--- config.mk ---
export PLATFORM = sky130hd
export DESIGN_NAME = cfls_unit
export DESIGN_NICKNAME = d
export VERILOG_FILES = /design/src/rtl/cfls_pkg.sv /design/src/rtl/cfls_decode.sv /design/src/rtl/cfls_fpr.sv /design/src/rtl/cfls_unit.sv
export SDC_FILE = /design/constraint.sdc
export NUM_CORES = 2
export LEC_CHECK = 0
export BUFFER_PORTS_ARGS = -buffer_cell sky130_fd_sc_hd__clkbuf_2
export CAP_MARGIN = 10
export CORE_UTILIZATION = 55
export CTS_CLUSTER_SIZE = 25
export DETAILED_ROUTE_END_ITERATION = 10
export PLACE_DENSITY = 0.69
export SKIP_CTS_REPAIR_TIMING = 1
export SLEW_MARGIN = 20
export SYNTH_ARGS = -nofsm -noshare
export SYNTH_HDL_FRONTEND = slang
export SYNTH_SLANG_ARGS = --single-unit
--- constraint.sdc ---
create_clock -name clk -period 11.45 [get_ports clk]
set_input_delay 0 -clock clk [delete_from_list [all_inputs] [get_ports clk]]
set_output_delay 0 -clock clk [all_outputs]
set_load 0.03 [all_outputs]
--- src/rtl/cfls_pkg.sv ---
package cfls_pkg;
  typedef struct packed {
    logic       legal;
    logic       is_store;
    logic       is_dbl;
    logic [4:0] base;
    logic [4:0] freg;
    logic [8:0] off;
  } cfls_dec_t;

  typedef enum logic [1:0] {S_IDLE, S_REQ, S_WAIT} cfls_state_e;

  localparam logic [1:0] QUAD_REG = 2'b00;
  localparam logic [1:0] QUAD_SP  = 2'b10;
  localparam logic [2:0] F3_LD_D  = 3'b001;
  localparam logic [2:0] F3_ST_D  = 3'b101;
  localparam logic [2:0] F3_LD_W  = 3'b011;
  localparam logic [2:0] F3_ST_W  = 3'b111;
  localparam logic [4:0] SP_REG   = 5'd2;
endpackage

--- src/rtl/cfls_decode.sv ---
module cfls_decode
  import cfls_pkg::*;
(
  input  logic [15:0] instr,
  output cfls_dec_t   dec
);
  logic [4:0] reg_base;
  logic [4:0] reg_data;

  assign reg_base = {2'b01, instr[9:7]};
  assign reg_data = {2'b01, instr[4:2]};

  always_comb begin
    dec = '0;
    case ({instr[15:13], instr[1:0]})
      {F3_LD_D, QUAD_REG}, {F3_ST_D, QUAD_REG}: begin
        dec.legal    = 1'b1;
        dec.is_store = instr[15];
        dec.is_dbl   = 1'b1;
        dec.base     = reg_base;
        dec.freg     = reg_data;
        dec.off      = {1'b0, instr[6:5], instr[12:10], 3'b000};
      end
      {F3_LD_W, QUAD_REG}, {F3_ST_W, QUAD_REG}: begin
        dec.legal    = 1'b1;
        dec.is_store = instr[15];
        dec.base     = reg_base;
        dec.freg     = reg_data;
        dec.off      = {2'b00, instr[5], instr[12:10], instr[6], 2'b00};
      end
      {F3_LD_D, QUAD_SP}: begin
        dec.legal  = 1'b1;
        dec.is_dbl = 1'b1;
        dec.base   = SP_REG;
        dec.freg   = instr[11:7];
        dec.off    = {instr[4:2], instr[12], instr[6:5], 3'b000};
      end
      {F3_ST_D, QUAD_SP}: begin
        dec.legal    = 1'b1;
        dec.is_store = 1'b1;
        dec.is_dbl   = 1'b1;
        dec.base     = SP_REG;
        dec.freg     = instr[6:2];
        dec.off      = {instr[9:7], instr[12:10], 3'b000};
      end
      {F3_LD_W, QUAD_SP}: begin
        dec.legal = 1'b1;
        dec.base  = SP_REG;
        dec.freg  = instr[11:7];
        dec.off   = {1'b0, instr[3:2], instr[12], instr[6:4], 2'b00};
      end
      {F3_ST_W, QUAD_SP}: begin
        dec.legal    = 1'b1;
        dec.is_store = 1'b1;
        dec.base     = SP_REG;
        dec.freg     = instr[6:2];
        dec.off      = {1'b0, instr[8:7], instr[12:9], 2'b00};
      end
      default: dec = '0;
    endcase
  end
endmodule

--- src/rtl/cfls_fpr.sv ---
module cfls_fpr #(
  parameter int WIDTH = 64,
  parameter int DEPTH = 32,
  localparam int AW   = $clog2(DEPTH)
) (
  input  logic             clk,
  input  logic             we,
  input  logic [AW-1:0]    waddr,
  input  logic [WIDTH-1:0] wdata,
  input  logic             re,
  input  logic [AW-1:0]    raddr,
  output logic [WIDTH-1:0] rdata
);
  logic [WIDTH-1:0] mem [DEPTH];

  always_ff @(posedge clk) begin
    if (we) mem[waddr] <= wdata;
    if (re) rdata <= mem[raddr];
  end
endmodule

--- src/rtl/cfls_unit.sv ---
module cfls_unit
  import cfls_pkg::*;
#(
  parameter int XLEN = 32,
  parameter int FLEN = 64,
  localparam int WORD = 32,
  localparam int NREG = 32
) (
  input  logic            clk,
  input  logic            rst,
  input  logic            in_valid,
  input  logic [15:0]     in_instr,
  output logic            busy,
  output logic            unsup,
  output logic [4:0]      base_idx,
  input  logic [XLEN-1:0] base_val,
  output logic            mem_req_valid,
  input  logic            mem_req_ready,
  output logic [XLEN-1:0] mem_req_addr,
  output logic            mem_req_we,
  output logic            mem_req_dbl,
  output logic [FLEN-1:0] mem_req_wdata,
  input  logic            mem_rsp_valid,
  input  logic [FLEN-1:0] mem_rsp_rdata,
  output logic            wb_valid,
  output logic [4:0]      wb_idx,
  output logic [FLEN-1:0] wb_data
);
  cfls_dec_t   dec;
  cfls_state_e state;
  logic        accept, take;
  logic [4:0]  freg_q;
  logic        wb_dbl_q;
  logic [FLEN-1:0] st_q, ld_dbl, ld_val;
  logic        rf_we;

  cfls_decode u_dec (.instr(in_instr), .dec(dec));

  assign base_idx = dec.base;
  assign accept   = in_valid && (state == S_IDLE);
  assign take     = accept && dec.legal;
  assign busy     = (state != S_IDLE);
  assign mem_req_valid = (state == S_REQ);
  assign mem_req_wdata = mem_req_dbl ? st_q : {{(FLEN-WORD){1'b0}}, st_q[WORD-1:0]};

  generate
    if (FLEN > 64) begin : g_wide
      assign ld_dbl = {{(FLEN-64){1'b1}}, mem_rsp_rdata[63:0]};
    end else begin : g_exact
      assign ld_dbl = mem_rsp_rdata;
    end
  endgenerate

  assign ld_val = mem_req_dbl ? ld_dbl : {{(FLEN-WORD){1'b1}}, mem_rsp_rdata[WORD-1:0]};
  assign rf_we  = (state == S_WAIT) && mem_rsp_valid;

  cfls_fpr #(.WIDTH(FLEN), .DEPTH(NREG)) u_fpr (
    .clk  (clk),
    .we   (rf_we),
    .waddr(freg_q),
    .wdata(ld_val),
    .re   (take && dec.is_store),
    .raddr(dec.freg),
    .rdata(st_q)
  );

  always_ff @(posedge clk) begin
    if (rst) begin
      state        <= S_IDLE;
      unsup        <= 1'b0;
      wb_valid     <= 1'b0;
      wb_idx       <= '0;
      wb_data      <= '0;
      wb_dbl_q     <= 1'b0;
      freg_q       <= '0;
      mem_req_addr <= '0;
      mem_req_we   <= 1'b0;
      mem_req_dbl  <= 1'b0;
    end else begin
      unsup    <= accept && !dec.legal;
      wb_valid <= 1'b0;
      case (state)
        S_IDLE: if (take) begin
          mem_req_addr <= base_val + {{(XLEN-9){1'b0}}, dec.off};
          mem_req_we   <= dec.is_store;
          mem_req_dbl  <= dec.is_dbl;
          freg_q       <= dec.freg;
          state        <= S_REQ;
        end
        S_REQ: if (mem_req_ready) state <= mem_req_we ? S_IDLE : S_WAIT;
        S_WAIT: if (mem_rsp_valid) begin
          wb_valid <= 1'b1;
          wb_idx   <= freg_q;
          wb_data  <= ld_val;
          wb_dbl_q <= mem_req_dbl;
          state    <= S_IDLE;
        end
        default: state <= S_IDLE;
      endcase
    end
  end

  AST_REQ_HOLD: assert property (@(posedge clk) disable iff (rst)
    mem_req_valid && !mem_req_ready |=> mem_req_valid && $stable(mem_req_addr) &&
    $stable(mem_req_we) && $stable(mem_req_dbl) && $stable(mem_req_wdata));
  AST_UNSUP_QUIET: assert property (@(posedge clk) disable iff (rst)
    unsup |-> !busy && !mem_req_valid);
  AST_BOX_UPPER: assert property (@(posedge clk) disable iff (rst)
    wb_valid && !wb_dbl_q |-> &wb_data[FLEN-1:WORD]);
  AST_WB_AFTER_RSP: assert property (@(posedge clk) disable iff (rst)
    wb_valid |-> $past(mem_rsp_valid) && !busy);
  AST_BUSY_FROM_ACCEPT: assert property (@(posedge clk) disable iff (rst)
    $rose(busy) |-> $past(in_valid));
endmodule

==> summary.md <==
| Metric | Value |
|---|---|
| Die X | `396.4 µm` |
| Starting density of the core | `55.46%` |
| Failing checks | `design-rule violations, negative hold slack` |
| Core footprint | `0.1542 mm²` |
| Crit-path max cell delay | `890 ps` |
| Fin Hold WS | `-43.68 ps` |
| CTS Sinks | `2,224` |
| Synth Area per Inst | `16.09 µm²` |
| Reg area | `0.06567 mm²` |
| Share of layout cells above drive strength 1 | `16.35%` |
| Clk network pwr share | `41.3%` |
| Number of cell rows | `144` |
| Input/output buffers | `291` |
| Final setup viols | `0` |
| Clk slew on worst S/H paths | `70 ps` |
| Cells after Synth | `5,315` |
| Max-cap violation count | `0` |
| DRC viols | `19` |
| Post-synth top cells | `edfxtp_1, nand2_1, a21oi_1` |
| Grt ovf | `0` |
| GRT Max-Usage Layer | `met2` |
| Synth top area share | `74.15%` |
| Critical path's slowest cell | `nor2_4` |
| Vias in the first global route | `49,730` |
| Worst setup EP type | `flip-flop` |
| First-pass GRT wire length | `351.9 mm` |
| Sequential area share after synthesis | `76.77%` |
| IO Count | `293` |
| Worst Path Arrival | `5430 ps` |
| Post-DR vias/cell | `6.567` |
| CTS H-tree depth | `4` |
| Fin crit period | `4961 ps` |
| CP Launch Type | `flip-flop` |
| Final wirelength | `249.9 mm` |
| Max clock buf depth | `3` |
| Post-synth EDFFs | `2,112` |
| Cell Int Power | `12.91 mW` |
| Library cells used by synthesis | `72` |
| Top-count cell post-synth | `edfxtp_1` |
| Outcome | `complete, but fails checks` |
| Switching part of the total | `21.46%` |
| Pre-antenna DRT Iters | `11` |
| Fmax | `0.2016 GHz` |
| Power per cell area | `169.0 mW/mm²` |
| Fillers | `10,920` |
| Worst slew pin tran | `1183 ps` |
| GRT met1 Usage | `44.20%` |
| Synth Register Bits | `2,224` |
| Leakage | `32.83 nW` |
| Setup TNS | `0 ps` |
| Comb pwr share | `4.6%` |
| Total track usage | `31.40%` |
| Main synth FF type | `edfxtp_1` |
| Synth warnings | `0` |
| Worst-path fanout max | `38` |
| Class of the most critical setup path | `flip-flop to flip-flop` |
| Slew headroom | `21.14%` |
| Vias | `52,070` |
| Worst Path Required | `11,920 ps` |
| Seq pwr share | `54.2%` |
| Most common cell on crit path | `buf_4` |
| Final Hold Fails | `82` |
| Ys async rst share | `0%` |
| Skew-Pair Late Insertion Delay | `860 ps` |
| Syn nets | `5,440` |
| DRT iter0 DRCs | `7,621` |
| CTS tree | `built` |
| Initial antenna violation count | `10` |
| Pin count of the biggest net entering global routing | `160` |
| TritonCTS buffer count | `210` |
| Maximum vdd drop | `137.5 µV` |
| Psw | `3.528 mW` |
| Layout net count | `5,829` |
| Met2 Track Usage GR | `48.06%` |
| Clock Skews | `40.04 ps` |
| RSZ-0062 raised after global routing | `no` |
| Area of the multi-input gates | `0.01856 mm²` |
| GP Congestion | `0.8668` |
| Ant diodes | `0` |
| Die area | `0.1571 mm²` |
| Vert. Die Dim | `396.4 µm` |
| Grt met3 use | `6.844%` |
| Antenna-violating nets left | `0` |
| Wirelength per Cell | `31.52 µm` |
| CP Cell Sequence | `nand2_1 > nor2_4 > buf_4 > buf_4 > nand3_1 > nor2_4 > buf_4 > buf_4` |
| Area growth syn-to-layout | `13.73%` |
| Worst min path class | `primary input to flip-flop` |
| Post-Syn Area | `0.08553 mm²` |
| Area contributors post-synth | `edfxtp_1, nand2_1, mux4_2` |
| Leading area contributor after synthesis | `edfxtp_1` |
| Max-slew violations | `0` |
| Period utilization | `43.33%` |
| CTS Root Buffer Type | `clkbuf_16` |
| Dpl hpwl | `133.1 mm` |
==> per-stage QoR <==
step           worst slack (ps)  utilization, %  instances  instance area (µm²)  total power [mW]
6_report                   6489           63.07       7929                97270             16.44
5_1_grt                    6238           63.07       7929                97270             16.80
4_1_cts                    6591           62.29       7813                96070             16.42
3_5_place_dp               6200           57.96       7420                89390             9.779
3_3_place_gp               6295           57.93       7419                89350             9.766
2_1_floorplan              6954               -       5315                85530             9.478
==> per-layer routing <==
layer  part of all wire [%]  routed length (µm)
met2                     46              115000
met5                  0.010                  26
met1                     38               94210
met4                    4.0                9905
met3                     12               30820
==> sequential cells by signal, indices dropped and copies added (netlist names) <==
name / cells
wb_idx: 5
mem_req_dbl: 1
state: 2
wb_valid: 1
wb_data: 64
u_fpr.rdata: 64
mem_req_we: 1
mem_req_addr: 32
freg_q: 5
unsup: 1
u_fpr.mem: 2048
==> cells in the final DEF (no fill, tap or decap), drive strengths merged, types with 36 or more instances in the layout <==
cell type and count:
mux2i 248, nor3 65, a21oi 357, a211oi 95, a22oi 150, o22ai 135
dlygate4sd3 115, nor2 152, and3 77, mux4 122, and2 36, clkinv 84
edfxtp 2112, nand2b 40, clkbuf 578, dfxtp 112, a31oi 55, buf 142
nand2 763, o21ai 45, nor4 79
==> cell type report <==
type | count | area share (%)
multi-input cells | 2712 | 19.08
clock inverters | 105 | 0.9454
inverters | 9 | 0.03730
clock buffers | 288 | 5.925
repair buffers | 547 | 3.882
well taps | 2044 | 2.629
flip-flops and latches | 2224 | 67.51
==> cells by family (layout without fill, tap and decap cells) <==
group           after synthesis  count (layout)  synth area share [%]
flops                      2224            2224                 76.77
simple gates               1283            1283                 6.713
compound gates             1002            1002                 7.592
mux                         397             397                 6.494
buf+inv                     379             949                 2.085
xor+xnor                     21              21                0.2150
fa+ha+maj                     8               8                0.1258
other cells                   1               1              0.004384
==> power groups by stage <==
stage | Sequential [mW] | Clock (mW) | Combinational (mW)
floorplan | 9.08 | 0 | 0.394
global placement | 9.08 | 0 | 0.689
detailed placement | 9.08 | 0 | 0.702
CTS | 8.90 | 6.81 | 0.705
global route | 8.90 | 7.12 | 0.789
finish | 8.90 | 6.78 | 0.752
==> worst max-delay path: cells and delay by family (launching register included) <==
| family | cells | cell delay (ps) |
|---|---|---|
| buffers and inverters | 4 | 2220 |
| AND/OR/NAND/NOR | 4 | 1850 |
| flip-flops | 1 | 410 |
==> worst paths after layout <==
check	from	end	slack, ps	cells after the start
worst max-delay path	state[1]	u_fpr.mem[15][12]	6490	8
worst min-delay path	mem_rsp_rdata[51]	wb_data[51]	-40	4
worst max register to register	state[1]	u_fpr.mem[15][12]	6490	8
worst min register to register	wb_data[53]	wb_data[53]	460	2
No activity file was read; power rests on OpenSTA's default activity.
